<file path="src/rtl/cmdq_pkg.sv">
package cmdq_pkg;
  localparam int RAW = 20;
  localparam logic [7:0] OP_NOP = 8'h00;
  localparam logic [7:0] OP_WR  = 8'h01;
  localparam logic [7:0] OP_WVB = 8'h04;
  localparam logic [7:0] OP_IDX = 8'h09;
  localparam logic [1:0] SEL_CTRL = 2'd0;
  localparam logic [1:0] SEL_HEAD = 2'd1;
  localparam logic [1:0] SEL_TAIL = 2'd2;

  typedef enum logic [1:0] {F_IDLE, F_REQ, F_RSP} fetch_st_t;

  typedef enum logic [3:0] {
    S_IDLE, S_GATE, S_LO, S_LOW, S_HI, S_HIW, S_WR, S_IDX, S_IDXW, S_VWT
  } seq_st_t;
endpackage

</file>
<file path="src/rtl/cmdq_regs.sv">
module cmdq_regs
  import cmdq_pkg::*;
#(
  parameter int AW    = 16,
  parameter int LINEB = 64
) (
  input  logic          clk,
  input  logic          rst_n,
  input  logic          cfg_we,
  input  logic [1:0]    cfg_sel,
  input  logic [31:0]   cfg_wdata,
  input  logic          busy,
  output logic          vbgate_q,
  output logic [AW-1:0] head_q,
  output logic [AW-1:0] tail_q,
  output logic          start,
  output logic          abort,
  output logic          err_tail_q
);
  localparam int LW = $clog2(LINEB);

  logic en_q;
  logic wr_ctrl, wr_head, wr_tail, tail_ok;
  logic unused_wdata;

  assign unused_wdata = ^cfg_wdata;
  assign wr_ctrl = cfg_we && (cfg_sel == SEL_CTRL);
  assign wr_head = cfg_we && (cfg_sel == SEL_HEAD);
  assign wr_tail = cfg_we && (cfg_sel == SEL_TAIL);
  assign tail_ok = (cfg_wdata[LW-1:0] == '0);
  assign abort   = wr_ctrl && !cfg_wdata[0];
  assign start   = wr_tail && tail_ok && en_q && !busy;

  always_ff @(posedge clk or negedge rst_n) begin
    if (!rst_n) begin
      en_q       <= 1'b0;
      vbgate_q   <= 1'b0;
      head_q     <= '0;
      tail_q     <= '0;
      err_tail_q <= 1'b0;
    end else begin
      if (wr_ctrl) begin
        en_q     <= cfg_wdata[0];
        vbgate_q <= cfg_wdata[1];
      end
      if (abort) err_tail_q <= 1'b0;
      if (wr_head) head_q <= {cfg_wdata[AW-1:3], 3'b000};
      if (start) tail_q <= cfg_wdata[AW-1:0];
      if (wr_tail && !tail_ok) err_tail_q <= 1'b1;
    end
  end
endmodule

</file>
<file path="src/rtl/cmdq_fetch.sv">
module cmdq_fetch
  import cmdq_pkg::*;
#(
  parameter int AW = 16
) (
  input  logic          clk,
  input  logic          rst_n,
  input  logic          go,
  input  logic [AW-1:0] go_addr,
  input  logic          abort,
  output logic          idle,
  output logic          done,
  output logic [31:0]   word,
  output logic          mem_req_valid,
  input  logic          mem_req_ready,
  output logic [AW-1:0] mem_req_addr,
  input  logic          mem_rsp_valid,
  output logic          mem_rsp_ready,
  input  logic [31:0]   mem_rsp_data
);
  fetch_st_t     st;
  logic          drop_q;
  logic [AW-1:0] addr_q;

  assign idle          = (st == F_IDLE);
  assign mem_req_valid = (st == F_REQ);
  assign mem_req_addr  = addr_q;
  assign mem_rsp_ready = (st == F_RSP);

  always_ff @(posedge clk or negedge rst_n) begin
    if (!rst_n) begin
      st     <= F_IDLE;
      drop_q <= 1'b0;
      addr_q <= '0;
      done   <= 1'b0;
      word   <= '0;
    end else begin
      done <= 1'b0;
      unique case (st)
        F_IDLE: begin
          if (go && !abort) begin
            addr_q <= go_addr;
            drop_q <= 1'b0;
            st     <= F_REQ;
          end
        end
        F_REQ: begin
          if (abort) drop_q <= 1'b1;
          if (mem_req_ready) st <= F_RSP;
        end
        F_RSP: begin
          if (abort) drop_q <= 1'b1;
          if (mem_rsp_valid) begin
            st <= F_IDLE;
            if (!(drop_q || abort)) begin
              done <= 1'b1;
              word <= mem_rsp_data;
            end
          end
        end
        default: st <= F_IDLE;
      endcase
    end
  end
endmodule

</file>
<file path="src/rtl/cmdq_seq.sv">
module cmdq_seq
  import cmdq_pkg::*;
#(
  parameter int AW   = 16,
  parameter int CNTW = 16,
  parameter int VBW  = 8
) (
  input  logic           clk,
  input  logic           rst_n,
  input  logic           start,
  input  logic           abort,
  input  logic           vbgate,
  input  logic [AW-1:0]  head,
  input  logic [AW-1:0]  tail,
  input  logic           vblank,
  input  logic           f_idle,
  input  logic           f_done,
  input  logic [31:0]    f_word,
  output logic           f_go,
  output logic [AW-1:0]  f_addr,
  output logic           reg_valid,
  input  logic           reg_ready,
  output logic [RAW-1:0] reg_addr,
  output logic [31:0]    reg_data,
  output logic [3:0]     reg_be,
  output logic           busy,
  output logic           err_op_q
);
  localparam logic [AW-1:0] STEP = AW'(4);

  seq_st_t        st;
  logic [AW-1:0]  ptr;
  logic [31:0]    lo_q;
  logic [RAW-1:0] wa_q;
  logic [31:0]    wd_q;
  logic [3:0]     wbe_q;
  logic [CNTW-1:0] cnt_q;
  logic           odd_q;
  logic           idx_q;
  logic [VBW-1:0] vbc_q;
  logic           at_tail;
  logic [7:0]     op;

  assign at_tail   = (ptr == tail);
  assign op        = f_word[31:24];
  assign f_addr    = ptr;
  assign f_go      = f_idle && ((st == S_LO && !at_tail) || (st == S_HI) ||
                                (st == S_IDX && cnt_q != '0 && !at_tail));
  assign reg_valid = (st == S_WR);
  assign reg_addr  = wa_q;
  assign reg_data  = wd_q;
  assign reg_be    = wbe_q;
  assign busy      = (st != S_IDLE);

  always_ff @(posedge clk or negedge rst_n) begin
    if (!rst_n) begin
      st       <= S_IDLE;
      ptr      <= '0;
      lo_q     <= '0;
      wa_q     <= '0;
      wd_q     <= '0;
      wbe_q    <= '0;
      cnt_q    <= '0;
      odd_q    <= 1'b0;
      idx_q    <= 1'b0;
      vbc_q    <= '0;
      err_op_q <= 1'b0;
    end else if (abort) begin
      st       <= S_IDLE;
      err_op_q <= 1'b0;
    end else begin
      unique case (st)
        S_IDLE: begin
          if (start) begin
            ptr <= head;
            st  <= vbgate ? S_GATE : S_LO;
          end
        end
        S_GATE: if (vblank) st <= S_LO;
        S_LO: begin
          if (at_tail) st <= S_IDLE;
          else if (f_idle) st <= S_LOW;
        end
        S_LOW: begin
          if (f_done) begin
            lo_q <= f_word;
            ptr  <= ptr + STEP;
            st   <= S_HI;
          end
        end
        S_HI: if (f_idle) st <= S_HIW;
        S_HIW: begin
          if (f_done) begin
            ptr <= ptr + STEP;
            if (op == OP_NOP) begin
              st <= S_LO;
            end else if (op == OP_WR) begin
              wa_q  <= f_word[RAW-1:0];
              wbe_q <= f_word[23:20];
              wd_q  <= lo_q;
              idx_q <= 1'b0;
              st    <= S_WR;
            end else if (op == OP_IDX) begin
              wa_q  <= f_word[RAW-1:0];
              wbe_q <= 4'hF;
              cnt_q <= lo_q[CNTW-1:0];
              odd_q <= lo_q[0];
              idx_q <= 1'b1;
              st    <= S_IDX;
            end else if (op == OP_WVB) begin
              vbc_q <= lo_q[VBW-1:0];
              st    <= S_VWT;
            end else begin
              err_op_q <= 1'b1;
              st       <= S_LO;
            end
          end
        end
        S_IDX: begin
          if (cnt_q == '0) begin
            if (odd_q && !at_tail) ptr <= ptr + STEP;
            st <= S_LO;
          end else if (at_tail) begin
            st <= S_IDLE;
          end else if (f_idle) begin
            st <= S_IDXW;
          end
        end
        S_IDXW: begin
          if (f_done) begin
            wd_q  <= f_word;
            ptr   <= ptr + STEP;
            cnt_q <= cnt_q - 1'b1;
            st    <= S_WR;
          end
        end
        S_WR: if (reg_ready) st <= idx_q ? S_IDX : S_LO;
        S_VWT: begin
          if (vbc_q == '0) st <= S_LO;
          else if (vblank) vbc_q <= vbc_q - 1'b1;
        end
        default: st <= S_IDLE;
      endcase
    end
  end
endmodule

</file>
<file path="src/rtl/cmdq_exec.sv">
module cmdq_exec
  import cmdq_pkg::*;
#(
  parameter int AW    = 16,
  parameter int LINEB = 64,
  parameter int CNTW  = 16,
  parameter int VBW   = 8
) (
  input  logic           clk,
  input  logic           rst_n,
  input  logic           cfg_we,
  input  logic [1:0]     cfg_sel,
  input  logic [31:0]    cfg_wdata,
  input  logic           vblank,
  output logic           busy,
  output logic           err_tail,
  output logic           err_op,
  output logic           mem_req_valid,
  input  logic           mem_req_ready,
  output logic [AW-1:0]  mem_req_addr,
  input  logic           mem_rsp_valid,
  output logic           mem_rsp_ready,
  input  logic [31:0]    mem_rsp_data,
  output logic           reg_valid,
  input  logic           reg_ready,
  output logic [RAW-1:0] reg_addr,
  output logic [31:0]    reg_data,
  output logic [3:0]     reg_be
);
  logic          vbgate, start, abort;
  logic [AW-1:0] head, tail, f_addr;
  logic          f_idle, f_done, f_go;
  logic [31:0]   f_word;

  cmdq_regs #(.AW(AW), .LINEB(LINEB)) u_regs (
    .clk(clk), .rst_n(rst_n), .cfg_we(cfg_we), .cfg_sel(cfg_sel),
    .cfg_wdata(cfg_wdata), .busy(busy), .vbgate_q(vbgate), .head_q(head),
    .tail_q(tail), .start(start), .abort(abort), .err_tail_q(err_tail)
  );

  cmdq_fetch #(.AW(AW)) u_fetch (
    .clk(clk), .rst_n(rst_n), .go(f_go), .go_addr(f_addr), .abort(abort),
    .idle(f_idle), .done(f_done), .word(f_word),
    .mem_req_valid(mem_req_valid), .mem_req_ready(mem_req_ready),
    .mem_req_addr(mem_req_addr), .mem_rsp_valid(mem_rsp_valid),
    .mem_rsp_ready(mem_rsp_ready), .mem_rsp_data(mem_rsp_data)
  );

  cmdq_seq #(.AW(AW), .CNTW(CNTW), .VBW(VBW)) u_seq (
    .clk(clk), .rst_n(rst_n), .start(start), .abort(abort), .vbgate(vbgate),
    .head(head), .tail(tail), .vblank(vblank), .f_idle(f_idle),
    .f_done(f_done), .f_word(f_word), .f_go(f_go), .f_addr(f_addr),
    .reg_valid(reg_valid), .reg_ready(reg_ready), .reg_addr(reg_addr),
    .reg_data(reg_data), .reg_be(reg_be), .busy(busy), .err_op_q(err_op)
  );
endmodule

</file>
<file path="config.mk">
export PLATFORM = sky130hd
export DESIGN_NAME = cmdq_exec
export DESIGN_NICKNAME = d
export VERILOG_FILES = /design/src/rtl/cmdq_pkg.sv /design/src/rtl/cmdq_regs.sv /design/src/rtl/cmdq_fetch.sv /design/src/rtl/cmdq_seq.sv /design/src/rtl/cmdq_exec.sv
export SDC_FILE = /design/constraint.sdc
export NUM_CORES = 1
export LEC_CHECK = 0
export BUFFER_PORTS_ARGS = -buffer_cell sky130_fd_sc_hd__buf_2
export CAP_MARGIN = 5
export CORE_ASPECT_RATIO = 1.75
export CORE_UTILIZATION = 45
export DETAILED_ROUTE_END_ITERATION = 6
export GPL_TIMING_DRIVEN = 0
export MAX_ROUTING_LAYER = met4
export PLACE_DENSITY = 0.73
export SETUP_SLACK_MARGIN = 0.1
export SLEW_MARGIN = 20
export SYNTH_ARGS = -nofsm -noshare
export SYNTH_HDL_FRONTEND = slang
export SYNTH_HIERARCHICAL = 1
export SYNTH_SLANG_ARGS = --single-unit
export TNS_END_PERCENT = 1
</file>
<file path="constraint.sdc">
create_clock -name clk -period 2.9 [get_ports clk]
set_clock_uncertainty 0.05 [all_clocks]
set_input_delay 0.29 -clock clk [delete_from_list [all_inputs] [get_ports clk]]
set_output_delay 0.29 -clock clk [all_outputs]
set_load 0.01 [all_outputs]
</file>
; ---- Word-level counts from Yosys, hierarchy flattened
; Index checks and enable logic that the tools add are counted.
[word_totals]
regBits = 219
in_bits = 73
output_inout_bits = 78
wordCells = 201
[classes]
n_addsub = 3
n_eq_ne = 49
muxes = 70
bitwise_logic = 4
reduce_logical = 54
[op_table]
columns = operator, n
row1 = $mux W16, 9
row2 = $mux W32, 4
row3 = $mux W4, 20
row4 = $pmux W32 S2, 1
row5 = $mux W8, 7
row6 = $pmux W16 S3, 1
row7 = $mux W20, 2
row8 = $pmux W4 S10, 1
row9 = $ne A2 B2 Y1 const B, 16
row10 = $pmux W16 S2, 1
row11 = $reduce_and A6 Y1, 4
row12 = $add A16 B3 Y16 const B, 1
row13 = $eq A16 B16 Y1, 1
row14 = $eq A4 B3 Y1 const B, 4
row15 = $logic_not A16 Y1, 1
row16 = $logic_not A8 Y1, 2
row17 = $mux W1, 16
row18 = $pmux W8 S2, 1
row19 = $reduce_bool A16 Y1, 1
row20 = $sub A16 B1 Y16 const B, 1
row21 = $ne A3 B3 Y1 const B, 5
row22 = $logic_and A1 B1 Y1, 14
row23 = $reduce_bool A2 Y1, 7
row24 = $ne A2 B1 Y1 const B, 6
row25 = 33 further kinds, 54

; ---- Depth between registers and ports, before layout
[logic_depth]
word_depth = 9
ltp_mapped = 12

; ---- Cells and area by module
; The synthesis kept the hierarchy.
[by_module_without_submodules]
columns = mod, n_inst, cells_each, area_each_um2, seq_area_each_um2
row1 = cmdq_seq, 1, 699, 6811.5, 3378.2
row2 = cmdq_fetch, 1, 125, 2083.2, 1301.2
row3 = cmdq_regs, 1, 81, 1280.0, 800.8

; ---- Worst setup path before layout
; OpenSTA, ideal clock, no wires.
[synth_path]
path_kind = reg-to-reg
startpoint = register u_seq.st[0]
endpoint = register u_seq.ptr[0], in the netlist u_seq/f_addr[0]
t_arrival_ns = 3.063
path_slack_ns = -0.341
stages_incl_launch_ff = 13
path_cell_list = dfrtp_1 buf_2 or4_4 nand3b_1 nor4_4 buf_6 or4_1 o22ai_1 nor3_1 o211a_1 buf_2 nand2_1 mux2_1
[synth_via]
elab_chain_cells = 5
[synth_lines]
columns = element, line_no
row1 = from (decl), cmdq_seq.sv:31  ; seq_st_t st;
row2 = from (signal assigned), cmdq_seq.sv:76  ; st <= vbgate ? S_GATE : S_LO;
row3 = from (signal assigned), cmdq_seq.sv:137  ; S_WR: if (reg_ready) st <= idx_q ? S_IDX : S_LO;
row4 = $reduce_bool A4 Y1, cmdq_seq.sv:53  ; assign busy = (st != S_IDLE);
row5 = net busy, cmdq_exec.sv:15  ; output logic busy,
row6 = $logic_not A1 Y1, cmdq_regs.sv:32  ; assign start = wr_tail && tail_ok && en_q && !busy;
row7 = $logic_and A1 B1 Y1, cmdq_regs.sv:32
row8 = net start, cmdq_exec.sv:30  ; logic vbgate, start, abort;
row9 = $ne A2 B2 Y1 (no source line), -
row10 = $reduce_and A6 Y1 (no source line), -
row11 = to (signal assigned), cmdq_seq.sv:87  ; ptr <= ptr + STEP;
row12 = to (signal assigned), cmdq_seq.sv:94  ; ptr <= ptr + STEP;
row13 = to (signal assigned), cmdq_seq.sv:121  ; if (odd_q && !at_tail) ptr <= ptr + STEP;
row14 = to (decl), cmdq_seq.sv:32  ; logic [AW-1:0] ptr;
; The timed path passes the listed nets, and every way through them passes these cells.
; A chain may end at the register's enable or synchronous reset.

; ---- Worst setup path after layout
[layout_path]
startpoint = register u_seq.st[1]
endpoint = register u_seq.ptr[0], in the netlist u_seq/f_addr[0]
[layout_via]
elab_chain_cells = 5
[layout_lines]
columns = element, line_no
row1 = $reduce_bool A4 Y1, cmdq_seq.sv:53
row2 = $logic_not A1 Y1, cmdq_regs.sv:32
row3 = $logic_and A1 B1 Y1, cmdq_regs.sv:32
row4 = net start, cmdq_exec.sv:30
row5 = $ne A2 B2 Y1 (no source line), -
row6 = $reduce_and A6 Y1 (no source line), -
; The timed path passes the listed nets, and every way through them passes these cells.

==> impl_summary.log <==
[metrics] Final Cell Area: 0.01276 mm²
[metrics] met1 Use GR: 26.86%
[metrics] vias in the first global route: 8111
[metrics] top cells by area in the synthesized netlist: dfrtp_1, mux2_2, nand2_1
[metrics] drt first-iter violations: 572
[metrics] IO buf count: 134
[metrics] placeable core area: 0.02216 mm²
[metrics] part of the total power dissipated in combinational logic: 36.0%
[metrics] highest clock frequency the design can meet: 0.3406 GHz
[metrics] shortest period the worst path allows: 2.936 ns
[metrics] share of flip-flops with an asynchronous set or reset after synthesis: 100.0%
[metrics] average footprint of a synthesized cell: 11.24 µm²
[metrics] Max rail drop VDD: 0.0007565 V
[metrics] final HPWL from detailed placement: 18.34 mm
[metrics] first-pass iteration count of the detailed router: 5
[metrics] layout overhead on the synthesized area: 25.45%
[metrics] final setup slack of the worst path: -0.03559 ns
[metrics] WP data required: 3.24 ns
[metrics] vias after detailed routing: 7928
[metrics] aggregate negative setup slack: -0.07996 ns
[metrics] wire length per cell: 18.54 µm
[metrics] worst-case register-to-register setup slack: -0.04 ns
[metrics] largest net degree at the start of global routing: 96
[metrics] Filler Cells Inserted: 1892
[metrics] arithmetic-cell share of the synthesized area counting full adders, half adders and majority gates: 0.8608%
[metrics] top fanout value on the critical path: 4
[metrics] dominant combinational cell family by area after synthesis: multiplexers
[metrics] clock tree buffer depth: 3
[metrics] critical path startpoint category: register
[metrics] P_sw: 4.355 mW
[metrics] met3 routing resource usage after global routing: 2.808%
[metrics] post-route clock period utilization: 101.2%
[metrics] initial cell density of the core: 45.91%
[metrics] GRT Overall Usage: 24.23%
[metrics] CTS tree: built
[metrics] area fraction in compound gates after synthesis: 11.79%
[metrics] class of the worst hold path: in2reg
[metrics] width of the die: 115.7 µm
[metrics] area fraction of the dominant cell type after synthesis: 53.86%
[metrics] net switching fraction of the power: 34.66%
[metrics] worst hold path startpoint: cfg_wdata[6]
[metrics] net count reported at finish: 1202
[metrics] final estimated routing congestion in global placement: 0.9228
[metrics] number of maximum-capacitance constraint violations: 0
[metrics] post-route DRC violation count: 0
[metrics] cell count after synthesis: 905
[metrics] Clock transition at path regs: 0.06 ns
[metrics] Final Routed Wirelength: 26.57 mm
[metrics] sequential fraction of design power: 39.9%
[metrics] most congested layer reported by global routing: met2
[metrics] Worst Hold Depth: 2
[metrics] Clock Sink Count: 219
[metrics] hold-critical path endpoint: u_regs/head_q[6]
[metrics] fraction of the mapped netlist area in simple logic gates: 13.13%
[metrics] flop and latch count out of synthesis: 219
[metrics] fraction of layout cells with a size suffix above 1: 33.36%
[metrics] die area: 0.02324 mm²
[metrics] FF-to-FF Start: u_seq/st[1]
[metrics] portion of netlist area occupied by mux cells: 15.33%
[metrics] post-synthesis xor/xnor area fraction: 1.463%
[metrics] dominant cell type by area after synthesis: dfrtp_1
[metrics] ports placed on the boundary: 151
[metrics] Least-Margin Pin Slew: 0.8718 ns
[metrics] global-route wire length before repair: 42.52 mm
[metrics] crit path kind: reg2reg
[metrics] Post-synth EDFFs: 0
[metrics] destination of the worst register-to-register timing path: u_seq/f_addr[0]
[metrics] Via-to-Cell Ratio: 5.532
[metrics] met2 Use GR: 42.94%
[metrics] final count of pins violating max slew: 0
[metrics] power density of the placed cells: 984.5 mW/mm²
[metrics] netlist area before placement: 0.01017 mm²
[metrics] Die Span Y: 200.9 µm
[metrics] Reg2Reg Depth: 12
[metrics] failing checks: negative setup slack
[metrics] remaining antenna violation count after routing: 0
[metrics] commonest register cell after synthesis: dfrtp_1
[metrics] arrival time worst endpoint: 3.27 ns
[metrics] Worst Setup End Kind: register
[metrics] Relative slew margins: 41.34%
[metrics] post-synthesis cell type count: 73
[metrics] later-pin clock latency in the skew report: 0.51 ns
[metrics] deepest level of the CTS H-tree: 1
[metrics] number of antenna violations at the first check in global routing: 1
[metrics] grt total ovfl: 0
[metrics] run status: complete, but fails checks
[metrics] Yosys warning count: 6
[metrics] unrepaired setup endpoints after global routing: yes
[metrics] leakage power: 5.797 nW
[metrics] cell-internal power: 8.211 mW
[metrics] Root Buffer: clkbuf_16
[metrics] dpl cell area: 0.01131 mm²
[metrics] num rows: 72
[metrics] share of power burned in the clock network: 24.1%
[metrics] final cell count without fillers: 1433
[metrics] placed instance count: 1339
[metrics] number of endpoints failing setup at the final stage: 4
[metrics] final hold viol count: 0
[metrics] sequential area share after synthesis: 53.86%
[metrics] CTS Buf Count: 22
## registers in the layout, indices dropped and copies added, names as in the netlist, 2 cells and up
| register | count |
|---|---|
| u_seq/cnt_q | 16 |
| u_seq/reg_data | 32 |
| u_seq/reg_addr | 20 |
| u_fetch/word | 32 |
| u_regs/head_q | 13 |
| u_seq/st | 4 |
| u_seq/vbc_q | 8 |
| u_seq/lo_q | 32 |
| u_fetch/mem_req_addr | 16 |
| u_fetch/st | 2 |
| u_regs/tail_q | 16 |
| u_seq/f_addr | 16 |
| u_seq/reg_be | 4 |
## area by class of cell
class                   count  area, µm²  share of cell area, %
well taps                 296      370.4                  2.901
plain buffers              56      325.3                  2.549
clock inverters             8      140.1                  1.098
repair buffers            191       1267                  9.929
inverters                  19      71.32                 0.5587
flip-flops and latches    219       5482                  42.94
diodes                      1      2.502                0.01960
multi-input cells         613       4484                  35.13
clock buffers              30      621.8                  4.872
## metal layers
| layer | vias up | part of all wire [%] |
|---|---|---|
| met5 | - | 0 |
| met4 | 0 | 4.0 |
| met3 | 63 | 3.9 |
| met2 | 236 | 54 |
| met1 | 3944 | 38 |
| li1 | 3685 | - |
## critical path, cell delays in order, from the launching register on
cell and delay [ns]:
dfrtp_1 0.38, buf_6 0.13, or4_4 0.55, nand3b_1 0.22, nor4_4 0.25, buf_6 0.15
or4_4 0.12, o22ai_4 0.06, nor3_4 0.20, o211a_1 0.20, buf_6 0.12, nand2_4 0.06
mux2_4 0.32
## synthesized netlist by cell type, types with 5 or more instances
master	instances
and2b_2	6
buf_4	6
nor3_1	12
inv_1	18
o41ai_1	5
a31oi_1	33
o31ai_1	8
a22oi_1	6
a21oi_1	35
clkbuf_1	27
nor2_1	63
ha_1	7
nand3_1	19
or3_1	5
nor4_1	12
buf_2	18
xor2_1	16
nand2_1	104
o21ai_0	38
o21ai_1	9
mux2_4	17
o22ai_1	9
mux2_2	112
a2bb2oi_1	7
dfrtp_1	219
a22o_1	11
## power by group through the flow
stage | registers (mW) | clock network, mW | logic [mW]
2_1_floorplan | 4.94 | 0 | 2.77
3_3_place_gp | 5.00 | 0 | 4.01
5_1_grt | 5.18 | 3.22 | 4.94
4_1_cts | 5.00 | 3.09 | 4.44
6_report | 5.01 | 3.03 | 4.53
3_5_place_dp | 5.05 | 0 | 4.11
## worst max path at each step
stage	to	startpoint	cells past startpoint	slack, ns
floorplan	u_seq/st[3]	u_seq/st[1]	11	-0.30
global placement	u_seq/reg_addr[19]	rst_n	1	-2.34
detailed placement	u_seq/f_addr[0]	u_seq/st[0]	12	-0.96
CTS	u_seq/f_addr[0]	u_seq/st[0]	12	-0.02
global route	u_seq/f_addr[1]	u_seq/st[1]	12	-0.13
finish	u_seq/f_addr[0]	u_seq/st[1]	12	-0.04
## logic make-up (layout without fill, tap and decap cells)
kind of cell	count (synthesis)	after routing
buffers and inverters	75	304
and+or+nand+nor	267	267
xor gates and xnor gates	17	17
adders and majority gates	7	7
other	1	4
DFF	219	219
muxes	133	133
AOI/OAI and AO/OA	186	186
## placed cells by master (no fill, tap or decap), drive strengths merged, types with 5 or more instances in the layout
cell	instances
nor4	14
a31oi	33
clkbuf	58
o22ai	9
o21ai	47
nor2	63
nand2	104
nand3	19
or2	5
dfrtp	219
nor3	14
and2b	6
xor2	16
mux2	132
dlygate4sd3	46
a21oi	36
o41ai	5
inv	19
a22o	11
or4	6
a2bb2oi	7
buf	173
ha	7
a22oi	6
or3	5
o31ai	8
## what timing repair did
| action | CTS | global route |
|---|---|---|
| buffers inserted | 9 | 0 |
| hold endpoints to repair | 103 | 0 |
| cloned | 0 | 0 |
| endpoints found under the setup margin | 45 | 37 |
| pin swaps | 6 | 3 |
| hold buffers | 46 | 0 |
| resized for setup | 25 | 14 |
## stage by stage
step / power (mW) / utilization, % / setup slack [ns] / hold slack [ns]
5_1_grt: 13.34 / 57.60 / -0.1334 / 0.01576
3_3_place_gp: 9.011 / 50.73 / -2.341 / 0.4116
6_report: 12.57 / 57.60 / -0.03559 / 0.01474
4_1_cts: 12.53 / 57.39 / -0.02263 / 0.01115
2_1_floorplan: 7.713 / - / -0.2983 / -0.05559
3_5_place_dp: 9.156 / 51.05 / -0.9606 / 0.1942
Note: power is estimated with default switching activity, not from simulation.
